<file path="src/rtl/lenc_pkg.sv">
package lenc_pkg;
  localparam int BYTE_W = 8;
  localparam int CODE_W = 10;
  localparam int X_W    = 5;
  localparam int Y_W    = 3;

  // Reverse a 6-bit sub-block written a-first into wire order (a in bit 0).
  function automatic logic [5:0] wire6(input logic [5:0] v);
    for (int i = 0; i < 6; i++) wire6[i] = v[5-i];
  endfunction

  function automatic logic [3:0] wire4(input logic [3:0] v);
    for (int i = 0; i < 4; i++) wire4[i] = v[3-i];
  endfunction
endpackage

</file>
<file path="src/rtl/lenc_kvalid.sv">
module lenc_kvalid
  import lenc_pkg::*;
(
  input  logic [BYTE_W-1:0] din,
  output logic              is_k28,
  output logic              legal_k
);
  logic [X_W-1:0] x;
  logic [Y_W-1:0] y;
  logic           k_x7;

  assign x       = din[X_W-1:0];
  assign y       = din[BYTE_W-1:X_W];
  assign is_k28  = (x == 5'd28);
  assign k_x7    = (y == 3'd7) &&
                   ((x == 5'd23) || (x == 5'd27) || (x == 5'd29) || (x == 5'd30));
  assign legal_k = is_k28 || k_x7;
endmodule

</file>
<file path="src/rtl/lenc_slice.sv">
module lenc_slice
  import lenc_pkg::*;
(
  input  logic              lane_on,
  input  logic [BYTE_W-1:0] din,
  input  logic              is_ctrl,
  input  logic              rd_in,
  output logic [CODE_W-1:0] code,
  output logic              rd_out,
  output logic              kerr
);
  logic [X_W-1:0] x;
  logic [Y_W-1:0] y;
  logic           is_k28, legal_k, use_k, k28_sel;
  logic [5:0]     base6, sub6;
  logic [3:0]     base4, sub4;
  logic           bal6, bal4, rd6, alt7, flip6, flip4;

  assign x = din[X_W-1:0];
  assign y = din[BYTE_W-1:X_W];

  lenc_kvalid u_kv (
    .din     (din),
    .is_k28  (is_k28),
    .legal_k (legal_k)
  );

  assign use_k   = is_ctrl && legal_k;
  assign k28_sel = use_k && is_k28;

  // 6-bit sub-block, negative-disparity form, a-first.
  always_comb begin
    case (x)
      5'd0:  base6 = 6'b100111;
      5'd1:  base6 = 6'b011101;
      5'd2:  base6 = 6'b101101;
      5'd3:  base6 = 6'b110001;
      5'd4:  base6 = 6'b110101;
      5'd5:  base6 = 6'b101001;
      5'd6:  base6 = 6'b011001;
      5'd7:  base6 = 6'b111000;
      5'd8:  base6 = 6'b111001;
      5'd9:  base6 = 6'b100101;
      5'd10: base6 = 6'b010101;
      5'd11: base6 = 6'b110100;
      5'd12: base6 = 6'b001101;
      5'd13: base6 = 6'b101100;
      5'd14: base6 = 6'b011100;
      5'd15: base6 = 6'b010111;
      5'd16: base6 = 6'b011011;
      5'd17: base6 = 6'b100011;
      5'd18: base6 = 6'b010011;
      5'd19: base6 = 6'b110010;
      5'd20: base6 = 6'b001011;
      5'd21: base6 = 6'b101010;
      5'd22: base6 = 6'b011010;
      5'd23: base6 = 6'b111010;
      5'd24: base6 = 6'b110011;
      5'd25: base6 = 6'b100110;
      5'd26: base6 = 6'b010110;
      5'd27: base6 = 6'b110110;
      5'd28: base6 = k28_sel ? 6'b001111 : 6'b001110;
      5'd29: base6 = 6'b101110;
      5'd30: base6 = 6'b011110;
      default: base6 = 6'b101011;
    endcase
  end

  assign bal6  = ($countones(base6) == 3);
  assign flip6 = rd_in && (!bal6 || (x == 5'd7));
  assign sub6  = flip6 ? ~base6 : base6;
  assign rd6   = rd_in ^ !bal6;

  // Alternate y=7 form keeps run length at five or below.
  assign alt7 = (y == 3'd7) &&
                (use_k ||
                 (!rd6 && ((x == 5'd17) || (x == 5'd18) || (x == 5'd20))) ||
                 ( rd6 && ((x == 5'd11) || (x == 5'd13) || (x == 5'd14))));

  always_comb begin
    case (y)
      3'd0: base4 = 4'b1011;
      3'd1: base4 = 4'b1001;
      3'd2: base4 = 4'b0101;
      3'd3: base4 = 4'b1100;
      3'd4: base4 = 4'b1101;
      3'd5: base4 = 4'b1010;
      3'd6: base4 = 4'b0110;
      default: base4 = alt7 ? 4'b0111 : 4'b1110;
    endcase
  end

  assign bal4  = ($countones(base4) == 2);
  assign flip4 = (k28_sel && bal4 && (y != 3'd3)) ? !rd6
               : (rd6 && (!bal4 || (y == 3'd3)));
  assign sub4  = flip4 ? ~base4 : base4;

  assign code   = lane_on ? {wire4(sub4), wire6(sub6)} : '0;
  assign rd_out = lane_on ? (rd6 ^ !bal4) : rd_in;
  assign kerr   = lane_on && is_ctrl && !legal_k;
endmodule

</file>
<file path="src/rtl/cascade_linecode_enc.sv">
module cascade_linecode_enc
  import lenc_pkg::*;
#(
  parameter int LANES = 2
)(
  input  logic                    clk,
  input  logic                    rst,
  input  logic                    dbl_mode,
  input  logic                    in_valid,
  input  logic [LANES*BYTE_W-1:0] in_data,
  input  logic [LANES-1:0]        in_ctrl,
  output logic                    out_valid,
  output logic [LANES*CODE_W-1:0] out_code,
  output logic [LANES-1:0]        out_kerr,
  output logic                    out_rd
);
  localparam int DATA_W = LANES * BYTE_W;
  localparam int OUT_W  = LANES * CODE_W;

  logic [LANES:0]       rd_chain;
  logic [OUT_W-1:0]     code_d;
  logic [LANES-1:0]     kerr_d;

  assign rd_chain[0] = out_rd;

  for (genvar g = 0; g < LANES; g++) begin : g_lane
    logic lane_on;
    assign lane_on = (g == 0) ? 1'b1 : dbl_mode;

    lenc_slice u_slice (
      .lane_on (lane_on),
      .din     (in_data[g*BYTE_W +: BYTE_W]),
      .is_ctrl (in_ctrl[g]),
      .rd_in   (rd_chain[g]),
      .code    (code_d[g*CODE_W +: CODE_W]),
      .rd_out  (rd_chain[g+1]),
      .kerr    (kerr_d[g])
    );
  end

  always_ff @(posedge clk) begin
    if (rst) begin
      out_valid <= 1'b0;
      out_code  <= '0;
      out_kerr  <= '0;
      out_rd    <= 1'b0;
    end else begin
      out_valid <= in_valid;
      if (in_valid) begin
        out_code <= code_d;
        out_kerr <= kerr_d;
        out_rd   <= rd_chain[LANES];
      end
    end
  end

  if (DATA_W != LANES * BYTE_W) begin : g_bad_width
    $error("lane width mismatch");
  end
endmodule

</file>
<file path="config.mk">
export PLATFORM = sky130hd
export DESIGN_NAME = cascade_linecode_enc
export DESIGN_NICKNAME = d
export VERILOG_FILES = /design/src/rtl/lenc_pkg.sv /design/src/rtl/lenc_kvalid.sv /design/src/rtl/lenc_slice.sv /design/src/rtl/cascade_linecode_enc.sv
export SDC_FILE = /design/constraint.sdc
export NUM_CORES = 1
export LEC_CHECK = 0
export ABC_AREA = 1
export BUFFER_PORTS_ARGS = -buffer_cell sky130_fd_sc_hd__buf_2
export CAP_MARGIN = 40
export CORE_ASPECT_RATIO = 0.8
export CORE_MARGIN = 1
export CORE_UTILIZATION = 45
export CTS_BUF_LIST = sky130_fd_sc_hd__clkbuf_4 sky130_fd_sc_hd__clkbuf_8
export CTS_CLUSTER_SIZE = 25
export DETAILED_ROUTE_END_ITERATION = 10
export HOLD_SLACK_MARGIN = 0.08
export PLACE_DENSITY = 0.66
export SYNTH_ARGS = -nofsm -noshare
export SYNTH_HDL_FRONTEND = slang
export SYNTH_SLANG_ARGS = --single-unit
export TNS_END_PERCENT = 50
</file>
<file path="constraint.sdc">
create_clock -name clk -period 9.8 [get_ports clk]
set_input_delay 0.49 -clock clk [delete_from_list [all_inputs] [get_ports clk]]
set_output_delay 0.49 -clock clk [all_outputs]
set_load 0.02 [all_outputs]
</file>
# Word-level counts from Yosys, hierarchy flattened
# Cells that the tools add are included.
# word_totals
register_bits	24
inputBits	22
elab_cells	183
# classes
n_addsub	16
bitwise_logic	8
n_mux	16
n_reduce_logical	59
eq_ne	80
# ops
op	count
6-bit one-hot mux with 31 select lines	2
32-bit adder	6
5-bit equality test, second input constant	30
32-bit by 3-bit equality test with 1-bit output, second input constant	4
5-bit by 4-bit equality test with 1-bit output, second input constant	16
4-bit one-hot mux with 7 select lines	2
5-bit by 3-bit equality test with 1-bit output, second input constant	8
3-bit equality test, second input constant	8
1-bit logical OR	24
1-bit logical AND	23
1-bit by 1-bit adder with 2-bit output	10
5-bit by 2-bit equality test with 1-bit output, second input constant	4
4-bit 2-to-1 mux	4
3-bit by 2-bit equality test with 1-bit output, second input constant	4
6-bit 2-to-1 mux	2
6-bit NOT	2
5-bit by 1-bit equality test with 1-bit output, second input constant	2
5-bit logical NOT	2
10-bit 2-to-1 mux	1
1-bit logical NOT	8
4-bit NOT	2
3-bit by 1-bit equality test with 1-bit output, second input constant	2
3-bit logical NOT	2
3-bit by 2-bit != test with 1-bit output, second input constant	2
other kinds (2)	9

# Logic depth before layout (Yosys ltp)
# depth
word_depth	45
depth_mapped	52
ltp_nobuf	52

# Cells and area by module
# A second synthesis with hierarchy kept.
# unflattened
cells_unflattened	612
hier_area_um2	3507.1
# by_module_without_submodules
mod	n_inst	seq_area_each_um2	area_per_inst_um2	cells_per_inst
lenc_slice at g_lane[1].u_slice	1	0.0	1262.5	213
lenc_slice at g_lane[0].u_slice	1	0.0	1084.8	205
cascade_linecode_enc	1	480.5	989.7	150
lenc_kvalid	2	0.0	85.1	22

# Least setup slack after synthesis
# Ideal clock, no wire load.
# synth_timing
kind	input-to-reg
startpoint	input in_data[1]
endpoint	register out_code[19]
cell_stages	47
path_slack_ps	3632
t_required_ps	9668
arrival_ps	6036
setup_ps	132
path_buffers	0
path_cell_list	nand2_1 > inv_1 > nand2_1 > o21ai_1 > nor2_1 > nand3_1 > nor4_2 > nand2_1 > ha_1 > fa_1 > ha_1 > nand2_1 > inv_1 > nand2_1 > nand2_1 > nand2_1 > inv_1 > a211oi_1 > [11 not listed] > nand2_1 > nand3_1 > nand3_1 > nand2_1 > nand2_1 > ha_1 > nand2_1 > inv_1 > o21ai_0 > nor2_1 > inv_1 > nor2_1 > nand3_1 > nand2_1 > inv_2 > nand3_1 > nand3_1 > a21oi_1
# synth_between
elab_chain_len	45
elab_cells_between_ends	88
# synth_rtl
item	line	rtl
from (decl)	cascade_linecode_enc.sv:10	input logic [LANES*BYTE_W-1:0] in_data,
5-bit equality test	lenc_kvalid.sv:16, lenc_slice.sv:33	
1-bit logical OR (3 in series)	lenc_kvalid.sv:16	((x == 5'd23) || (x == 5'd27) || (x == 5'd29) || (x == 5'd30));
1-bit logical AND	lenc_kvalid.sv:15	assign k_x7 = (y == 3'd7) &&
1-bit logical OR	lenc_kvalid.sv:17	assign legal_k = is_k28 || k_x7;
1-bit logical AND	lenc_slice.sv:28	assign use_k = is_ctrl && legal_k;
1-bit logical AND	lenc_slice.sv:29	assign k28_sel = use_k && is_k28;
1-bit 2-to-1 mux	lenc_slice.sv:62	5'd28: base6 = k28_sel ? 6'b001111 : 6'b001110;
6-bit one-hot mux with 31 select lines	lenc_slice.sv:33	case (x)
[27 not listed]	-	
32-bit adder (implied by the code)	lenc_slice.sv:93	assign bal4 = ($countones(base4) == 2);
32-bit by 3-bit equality test with 1-bit output	lenc_slice.sv:93	
1-bit logical NOT	lenc_slice.sv:95	: (rd6 && (!bal4 || (y == 3'd3)));
1-bit logical OR	lenc_slice.sv:95	
1-bit logical AND	lenc_slice.sv:95	
1-bit 2-to-1 mux	lenc_slice.sv:94	assign flip4 = (k28_sel && bal4 && (y != 3'd3)) ? !rd6
4-bit 2-to-1 mux (*)	lenc_slice.sv:96	assign sub4 = flip4 ? ~base4 : base4;
10-bit 2-to-1 mux (*)	lenc_slice.sv:98	assign code = lane_on ? {wire4(sub4), wire6(sub6)} : '0;
to (signal assigned)	cascade_linecode_enc.sv:50	out_code <= code_d;
to (decl)	cascade_linecode_enc.sv:13	output logic [LANES*CODE_W-1:0] out_code,
# Every way passes the cells marked *; elsewhere a longest branch is shown, timed or not.
# A chain may end at the register's enable or synchronous reset.

# Worst setup path in the final report
# layout_timing
startpoint	input in_data[1]
endpoint	register out_code[17]
# layout_between
elab_chain_len	45
elab_cells_between_ends	87
# layout_rtl
item	line
5-bit equality test	lenc_kvalid.sv:16, lenc_slice.sv:33
1-bit logical OR (3 in series)	lenc_kvalid.sv:16
1-bit logical AND	lenc_kvalid.sv:15
1-bit logical OR	lenc_kvalid.sv:17
1-bit logical AND	lenc_slice.sv:28
1-bit logical AND	lenc_slice.sv:29
1-bit 2-to-1 mux	lenc_slice.sv:62
6-bit one-hot mux with 31 select lines	lenc_slice.sv:33
[27 not listed]	-
32-bit adder (implied by the code)	lenc_slice.sv:93
32-bit by 3-bit equality test with 1-bit output	lenc_slice.sv:93
1-bit logical NOT	lenc_slice.sv:95
1-bit logical OR	lenc_slice.sv:95
1-bit logical AND	lenc_slice.sv:95
1-bit 2-to-1 mux (*)	lenc_slice.sv:94
4-bit 2-to-1 mux (*)	lenc_slice.sv:96
10-bit 2-to-1 mux (*)	lenc_slice.sv:98
# Marks and branches as above.

==> run metrics <==
run status finished clean; synthesized net count 514; CTS tree built; setup_tns 0 ns; Tot Pwr 0.493 mW; largest net degree at the start of global routing 24; P_leak 1.65 nW; sequential fraction of the synthesis area 0.173; core area 5940 um^2; clk buf depth 2; Startpoint Class primary input; Clock Pin Slew Worst Setup and Hold Paths 0.09 ns; DRC violation count after routing 0; WL per Instance 12.4 um; number of global-route vias before repair 2653; Chip Height 72.3 um; I/O pin cnt 46; fill count 607; Final WS setup 2.81 ns; Synth area leader dfxtp_1; Total Wirelength 7320 um; Final Hold Fails 0; via count 3167; Root Buffer clkbuf_8; top cells by area, synth dfxtp_1, nand2_1, nand3_1; IO Port Bufs 45; CTS Buf Count 3; WP data arrival 7.14 ns; TritonCTS Sinks 24; Hold Path Class reg -> reg; Setup Viol. Count Final 0; WP data required 9.95 ns; nets@finish 554; Fmax 0.143 GHz; first-pass GRT wire length 12300 um; Placed Cells 586; yosys warns 0; ANT nets after route 0; final std cells w/o fill 590; footprint of the multi-input gates 2020 um^2; Commonest cells post-synth nand2_1, nor2_1, inv_1; Post-Route Utilization 0.523; critical path's slowest cell fa_1; dpl ws 2.64 ns; post-DP HPWL 5910 um; Synth async-reset ratio 0; total grt overflow 0; Layout area overhead 11.9%; Slew Viols, Final 0; setup bufs post-CTS 0; unrepaired setup endpoints after global routing no; Pwr Density 158 nW/um^2; Max Cap Viol 0; drt pass-1 iters 5; post-cts sizing count 0; Tot GR Track Use 0.226; worst-path fanout max 7; clk_skew 0.00302 ns; cell area after synthesis 2780 um^2; Synth top area share 0.173; clock latency at the later pin of the worst-skew pair 0.26 ns; H-tree levels 1; antenna diode count 0; Die Area 6500 um^2; number of flops mapped to enable cells by yosys 0; layout cells sized above 1 0.159; Peak VDD IR 0.0000563 V; post-layout minimum cycle time 6.99 ns; placer congestion estimate 0.900; Max stage delay on crit path 0.49 ns; Worst slew margin 0.646; post-synthesis cell count 470; ys flop type dfxtp_1; detailed router's first-iteration violation count 173; Initial Util 0.468; Synth cell types 41; DR vias/cell 5.37; worst-margin pin slew 0.527 ns; Worst Setup Path Type in -> reg; hold buffers post-CTS 0; Chip Width 89.9 um; worst path bufs/invs 9; delay-heaviest family, CP simple AND/OR/NAND/NOR gates; most numerous cell in the Yosys netlist nand2_1; syn_area_per_cell 5.92 um^2; register bit total from synthesis 24; CP Capture Type register; Rows 25; Final Cycle Share 0.713; critical path's most frequent cell nand2_1; antenna violations before repair 0; Register Area 480 um^2
cell families (layout without fill, tap and decap cells):
kind of cell / Yosys count / in the layout / synth area share
AO/OA/AOI/OAI: 76 / 76 / 0.156
XOR/XNOR: 5 / 5 / 0.0158
adder cells (fa/ha/maj): 22 / 22 / 0.113
buffers and inverters: 72 / 111 / 0.102
flip-flops: 24 / 24 / 0.173
AND/OR/NAND/NOR: 271 / 271 / 0.441
where the power goes:
group	leakage (nW)	internal, mW	switching [mW]
logic	1.43	0.103	0.202
clock network	0.0288	0.0358	0.0313
registers	0.198	0.113	0.00757
layer usage:
layer / up-vias / part of all wire / track usage
li1: 1622 / - / -
met1: 1402 / 0.52 / 0.358
met2: 133 / 0.40 / 0.335
met3: 10 / 0.071 / 0.0199
met4: 0 / 0.0055 / 0.0323
met5: - / 0 / 0
final timing paths:
| check | start | to | slack (ns) | cells past startpoint |
|---|---|---|---|---|
| hold reg to reg | out_kerr[1]$_SDFFE_PP0P_ | out_kerr[1]$_SDFFE_PP0P_ | 0.47 | 2 |
| hold / removal | out_kerr[1]$_SDFFE_PP0P_ | out_kerr[1]$_SDFFE_PP0P_ | 0.47 | 2 |
| setup reg to reg | out_rd$_SDFFE_PP0P_ | out_code[17]$_SDFFE_PP0P_ | 5.21 | 34 |
| setup / recovery | in_data[1] | out_code[17]$_SDFFE_PP0P_ | 2.81 | 48 |
through the flow:
step                area (um^2)  hold WS, ns
floorplan                  2780        0.541
global placement           3060        0.451
detailed placement         3060        0.457
CTS                        3110        0.470
global route               3110        0.484
finish                     3110        0.467
sequential cells by signal (all words and copies together) (netlist names):
name / flops
out_code: 20
out_kerr: 2
out_rd: 1
out_valid: 1
final cells by class:
| cell class | count | area share |
|---|---|---|
| clock buffer | 4 | 0.0177 |
| sequential | 24 | 0.154 |
| timing repair buffer | 45 | 0.0724 |
| inverter | 62 | 0.0748 |
| tap | 81 | 0.0326 |
| multi-input combinational | 374 | 0.648 |
worst register-to-register path, delay by kind of cell (launching register included):
family | cells | cell delay, ns
simple gates | 19 | 1.76
fa+ha+maj | 4 | 1.26
compound gates | 4 | 0.52
buf+inv | 7 | 0.51
flops | 1 | 0.42
placed cells by master (no fill, tap or decap), types with 8 or more instances in the layout:
| master | netlist | layout |
|---|---|---|
| nand2_1 | 128 | 128 |
| nor2_1 | 57 | 57 |
| inv_1 | 53 | 53 |
| buf_2 | 2 | 45 |
| nand3_1 | 44 | 44 |
| a21oi_1 | 31 | 31 |
| dfxtp_1 | 24 | 24 |
| o21ai_0 | 21 | 21 |
| ha_1 | 17 | 17 |
| inv_2 | 8 | 8 |
(Power assumes the default switching activity.)
